### src/rtl/pwrseq_pkg.sv
package pwrseq_pkg;
  typedef enum logic [2:0] {
    ST_OFF, ST_SUS_WAIT, ST_WAKE_CNT, ST_SUS_ON,
    ST_LATCH_CNT, ST_LATCHED, ST_REL_CNT, ST_RUN
  } seq_state_e;

  typedef enum logic [1:0] {
    STRAP_FLOAT = 2'b00,
    STRAP_HIGH  = 2'b01,
    STRAP_VALUE = 2'b10
  } strap_mode_e;
endpackage

### src/rtl/pwrseq_tick_counter.sv
module pwrseq_tick_counter #(
  parameter int CW = 8
) (
  input  logic          clk,
  input  logic          rst_n,
  input  logic          clr,
  input  logic          inc,
  output logic [CW-1:0] count
);
  logic [CW-1:0] count_d;

  always_comb begin
    count_d = count;
    if (clr)      count_d = '0;
    else if (inc) count_d = count + 1'b1;
  end

  always_ff @(posedge clk or negedge rst_n) begin
    if (!rst_n)          count <= '0;
    else if (clr || inc) count <= count_d;
  end
endmodule

### src/rtl/pwrseq_out_decode.sv
module pwrseq_out_decode
  import pwrseq_pkg::*;
(
  input  seq_state_e state,
  output logic       slp_n,
  output logic       stat_n,
  output logic       clk_en,
  output logic [1:0] strap
);
  always_comb begin
    slp_n  = 1'b0;
    stat_n = 1'b0;
    clk_en = 1'b0;
    strap  = STRAP_HIGH;
    unique case (state)
      ST_OFF, ST_SUS_WAIT, ST_WAKE_CNT: ;
      ST_SUS_ON, ST_LATCH_CNT: begin
        slp_n  = 1'b1;
        clk_en = 1'b1;
      end
      ST_LATCHED, ST_REL_CNT: begin
        slp_n  = 1'b1;
        clk_en = 1'b1;
        stat_n = 1'b1;
        strap  = STRAP_VALUE;
      end
      ST_RUN: begin
        slp_n  = 1'b1;
        clk_en = 1'b1;
        stat_n = 1'b1;
        strap  = STRAP_FLOAT;
      end
      default: ;
    endcase
  end
endmodule

### src/rtl/pwr_strap_seq.sv
module pwr_strap_seq
  import pwrseq_pkg::*;
#(
  parameter int WAKE_TICKS    = 3438,
  parameter int LATCH_TICKS   = 33,
  parameter int RELEASE_TICKS = 8
) (
  input  logic       clk,
  input  logic       rst_n,
  input  logic       rtc_tick,
  input  logic       fast_tick,
  input  logic       sus_good,
  input  logic       rsm_rel,
  input  logic       core_good,
  input  logic       pwr_ok,
  input  logic       vrm_good,
  input  logic       cpu_rst_done,
  output logic       slp_s3_n,
  output logic       slp_s5_n,
  output logic       sus_stat_n,
  output logic       bus_rst_n,
  output logic       stpclk_n,
  output logic       cpusleep_n,
  output logic       susclk_en,
  output logic [1:0] strap_mode
);
  localparam int MAX_A = (WAKE_TICKS > LATCH_TICKS) ? WAKE_TICKS : LATCH_TICKS;
  localparam int MAX_T = (MAX_A > RELEASE_TICKS) ? MAX_A : RELEASE_TICKS;
  localparam int CW    = (MAX_T > 1) ? $clog2(MAX_T) : 1;
  localparam logic [CW-1:0] WAKE_LAST  = CW'(WAKE_TICKS - 1);
  localparam logic [CW-1:0] LATCH_LAST = CW'(LATCH_TICKS - 1);
  localparam logic [CW-1:0] REL_LAST   = CW'(RELEASE_TICKS - 1);

  logic [1:0]    rst_sync;
  logic          rst_i_n;
  seq_state_e    state_q, state_d;
  logic [CW-1:0] cnt;
  logic          cnt_inc, cnt_clr;
  logic          pg;
  logic          core_q;
  logic          slp_n, stat_n;

  always_ff @(posedge clk or negedge rst_n) begin
    if (!rst_n) rst_sync <= 2'b00;
    else        rst_sync <= {rst_sync[0], 1'b1};
  end
  assign rst_i_n = rst_sync[1];

  assign pg = pwr_ok & vrm_good;

  always_comb begin
    state_d = state_q;
    if (!sus_good) begin
      state_d = ST_OFF;
    end else begin
      unique case (state_q)
        ST_OFF:      state_d = ST_SUS_WAIT;
        ST_SUS_WAIT: if (rsm_rel) state_d = ST_WAKE_CNT;
        default: begin
          if (!rsm_rel) begin
            state_d = ST_SUS_WAIT;
          end else begin
            unique case (state_q)
              ST_WAKE_CNT:  if (rtc_tick && cnt == WAKE_LAST) state_d = ST_SUS_ON;
              ST_SUS_ON:    if (pg) state_d = ST_LATCH_CNT;
              ST_LATCH_CNT: if (!pg) state_d = ST_SUS_ON;
                            else if (rtc_tick && cnt == LATCH_LAST) state_d = ST_LATCHED;
              ST_LATCHED:   if (!pg) state_d = ST_SUS_ON;
                            else if (cpu_rst_done) state_d = ST_REL_CNT;
              ST_REL_CNT:   if (!pg) state_d = ST_SUS_ON;
                            else if (fast_tick && cnt == REL_LAST) state_d = ST_RUN;
              ST_RUN:       if (!pg) state_d = ST_SUS_ON;
              default:      state_d = ST_OFF;
            endcase
          end
        end
      endcase
    end
  end

  always_ff @(posedge clk or negedge rst_i_n) begin
    if (!rst_i_n) state_q <= ST_OFF;
    else          state_q <= state_d;
  end

  assign cnt_clr = (state_d != state_q);
  assign cnt_inc = ((state_q == ST_WAKE_CNT || state_q == ST_LATCH_CNT) && rtc_tick)
                 || (state_q == ST_REL_CNT && fast_tick);

  pwrseq_tick_counter #(.CW(CW)) u_cnt (
    .clk   (clk),
    .rst_n (rst_i_n),
    .clr   (cnt_clr),
    .inc   (cnt_inc),
    .count (cnt)
  );

  always_ff @(posedge clk or negedge rst_i_n) begin
    if (!rst_i_n) core_q <= 1'b0;
    else          core_q <= sus_good & core_good;
  end

  pwrseq_out_decode u_dec (
    .state  (state_q),
    .slp_n  (slp_n),
    .stat_n (stat_n),
    .clk_en (susclk_en),
    .strap  (strap_mode)
  );

  assign slp_s3_n   = slp_n;
  assign slp_s5_n   = slp_n;
  assign sus_stat_n = stat_n;
  assign bus_rst_n  = stat_n;
  assign stpclk_n   = core_q;
  assign cpusleep_n = core_q;
endmodule

### config.mk
export PLATFORM = sky130hd
export DESIGN_NAME = pwr_strap_seq
export DESIGN_NICKNAME = d
export VERILOG_FILES = /design/src/rtl/pwrseq_pkg.sv /design/src/rtl/pwrseq_tick_counter.sv /design/src/rtl/pwrseq_out_decode.sv /design/src/rtl/pwr_strap_seq.sv
export SDC_FILE = /design/constraint.sdc
export NUM_CORES = 1
export LEC_CHECK = 0
export BUFFER_PORTS_ARGS = -buffer_cell sky130_fd_sc_hd__buf_2
export CAP_MARGIN = 20
export CORE_UTILIZATION = 35
export DETAILED_ROUTE_END_ITERATION = 16
export PLACE_DENSITY = 0.62
export REMOVE_ABC_BUFFERS = 1
export SYNTH_ARGS = -nofsm -noshare
export SYNTH_HDL_FRONTEND = slang
export SYNTH_SLANG_ARGS = --single-unit
### constraint.sdc
create_clock -name clk -period 1.3 [get_ports clk]
set_input_delay 0.13 -clock clk [delete_from_list [all_inputs] [get_ports clk]]
set_output_delay 0.13 -clock clk [all_outputs]
set_load 0.005 [all_outputs]
==> results.yml <==
floorplan:
  fp-row-count: 20
  fp.dieH_microns: 60.0
  die_w_microns: 60.0
  io_pins: 19
  dieArea_sq_mm: 0.00360
  initial_core_util: 0.376
  placeableCoreArea_sq_mm: 0.00313
synthesis:
  synth_edf_count: 0
  ys_seq_elements: 18
  syn_area_per_cell_sq_um: 9.33
  syn_area_sq_mm: 0.00118
  synthFlopType: "dfrtp_1"
  synthTopCellsByArea: "dfrtp_1 38%, xor2_1 5.2%, nor2_1 4.8%"
  synth_top_area_share: 0.383
  yosysSeqAreaShare: 0.383
  synthCells: 126
  synth_top_area_cell: "dfrtp_1"
  async_reset_ff_frac: 1.00
  yosysUniqueCellTypes: 48
  synth_warnings: 0
placement:
  dp.cells: 215
  numPortBuffers: 18
  gp_congestion: 0.875
  pre_cts_ws_ns: -0.710
  dp_hpwl_mm: 2.13
power:
  power_density_mw_per_mm2: 616
  seqPwrFrac: 0.548
  p_comb_frac: 0.202
  p_clk_frac: 0.250
  switching_share: 0.262
  irDropWorstVdd_mv: 0.306
  internal_power_uw: 783
  p_sw_uw: 279
  totalPowerFinal_mw: 1.06
  leakage_nw: 0.822
global_routing:
  grt_use_met2: 0.303
  overflow: 0
  grtUsageMet3: 0.0260
  grt_pass1_wl_mm: 4.94
  globalRouteMet1Util: 0.244
  top_usage_layer: "met2"
  grt_pass1_vias: 1124
  antenna_found_initial: 0
  grt_usage: 0.182
  grt_start_max_net_pins: 10
routing:
  drtPass1Iterations: 4
  vias: 1127
  wirelength_mm: 2.95
  wl_per_cell_microns: 12.8
  drt-initial-drc-count: 38
  postRouteAntennaNets: 0
  vias_per_cell: 4.88
  drt_drc_violations_left: 0
timing:
  setup_ws_ns: -0.713
  hold_ws_ns: 0.0567
  slew_violations: 0
  fmaxAchievable_ghz: 0.497
  fin_worst_skew_ns: 0.00322
  finalHoldViolCount: 0
  period_minus_slack_ns: 2.01
  rsz0062_at_grt: "true"
  period_share: 1.55
  final-setup-viol-count: 17
final_layout:
  syn_to_final_growth_pct: 46.7
  fin_util: 0.552
  drive_above_1_share: 0.487
  layout_common_cells: "44 x buf_4, 17 x dfrtp_1, 15 x nor2_1"
  fin_cells: 231
  n_antenna_cell: 0
  mostFrequentLayoutCell: "buf_4"
  nets: 202
clock_tree:
  cts_max_level: 1
  cts.path.max_buffers: 2
  cts_tree: "built"
  clock_latency_ns: 0.29
  numCtsBuffers: 3
  cts.sinks: 18
  cts_root_buf: "clkbuf_4"
  clkTransAtPathRegs_ns: 0.09
worst_hold_path:
  hold_class: "primary input to flop"
worst_setup_path:
  cp.required_ns: 1.48
  end_kind: "flop"
  cp_max_fo: 5
  crit_arrival_ns: 2.19
  startpoint_type: "flop"
  crit_type: "flop to flop"
outcome:
  status: "complete, but fails checks"
  violations: "negative setup slack"
run:
  maxCapViolations: 0
-- stage by stage --
step	TNS, ns	cell area, sq um
global placement	-7.53	1520
finish	-8.92	1730
floorplan	-6.76	1120
global route	-10.10	1730
CTS	-8.54	1650
detailed placement	-8.60	1520
-- cell type report --
type                            count  area, sq um
Sequential cell                    18          452
Tap cell                           44         55.1
Multi-Input combinational cell     95          689
Fill cell                         293         1400
Inverter                            6         22.5
Timing Repair Buffer               65          484
Clock buffer                        3         22.5
-- path summary, 6_finish.rpt --
check	from	endpoint	slack, ns	cells after the start
min in group asynchronous	rst_sync[1]$_DFF_PN0_	u_cnt.count[10]$_DFFE_PN0P_	0.14	0
worst max-delay path	u_cnt.count[6]$_DFFE_PN0P_	u_cnt.count[2]$_DFFE_PN0P_	-0.71	6
worst min register to register	rst_sync[1]$_DFF_PN0_	u_cnt.count[10]$_DFFE_PN0P_	0.14	0
max in group asynchronous	rst_sync[1]$_DFF_PN0_	u_cnt.count[1]$_DFFE_PN0P_	0.73	1
worst max register to register	u_cnt.count[6]$_DFFE_PN0P_	u_cnt.count[2]$_DFFE_PN0P_	-0.71	6
worst min-delay path	core_good	cpusleep_n$_DFF_PN0_	0.06	2
-- synth_stat cells (all sizes together), types with 4 or more instances --
cell type,n
a21oi,4
o21ai,4
dfrtp,18
nand4,7
buf,6
and3,4
nand3,5
inv,6
nand2,10
nor2,17
xor2,7
-- cell families (layout without fill, tap and decap cells) --
kind of cell	count (synthesis)	count (layout)	share of synthesized area
flops	18	18	0.383
buf+inv	13	74	0.0670
mux	1	1	0.00851
other cells	1	1	0.00319
fa+ha+maj	3	3	0.0319
simple gates	60	60	0.302
xor+xnor	10	10	0.0745
compound gates	20	20	0.130
-- layer usage --
metal	wire, microns	vias up
met5	0	-
met4	17	0
met3	42	2
met2	1480	14
met1	1410	545
li1	-	566
-- power by group through the flow --
| stage | sequential, mW | combinational, mW | clock (mW) |
|---|---|---|---|
| 2_1_floorplan | 0.600 | 0.0795 | 0 |
| 6_report | 0.582 | 0.214 | 0.265 |
| 4_1_cts | 0.582 | 0.196 | 0.282 |
| 5_1_grt | 0.585 | 0.233 | 0.306 |
| 3_3_place_gp | 0.592 | 0.174 | 0 |
| 3_5_place_dp | 0.592 | 0.177 | 0 |
-- sequential cells by signal, indices dropped and copies added, names as in the netlist --
| register | flops |
|---|---|
| cpusleep_n | 1 |
| rst_sync | 2 |
| state_q | 3 |
| u_cnt.count | 12 |
-- critical path: stages (launching register included) --
cell      delay (ns)
dfrtp_1         0.39
or4_4           0.55
and4bb_1        0.28
o2111a_2        0.27
nor4_4          0.07
a21o_1          0.18
a22o_1          0.18
-- timing repair --
item | in CTS | in global routing
endpoints found under the hold margin | 2 | 0
setup buffers | 11 | 1
hold buffers | 1 | 0
resized for setup | 10 | 13
endpoints found under the setup margin | 20 | 20
pin swaps | 5 | 4
(Power assumes the default switching activity.)
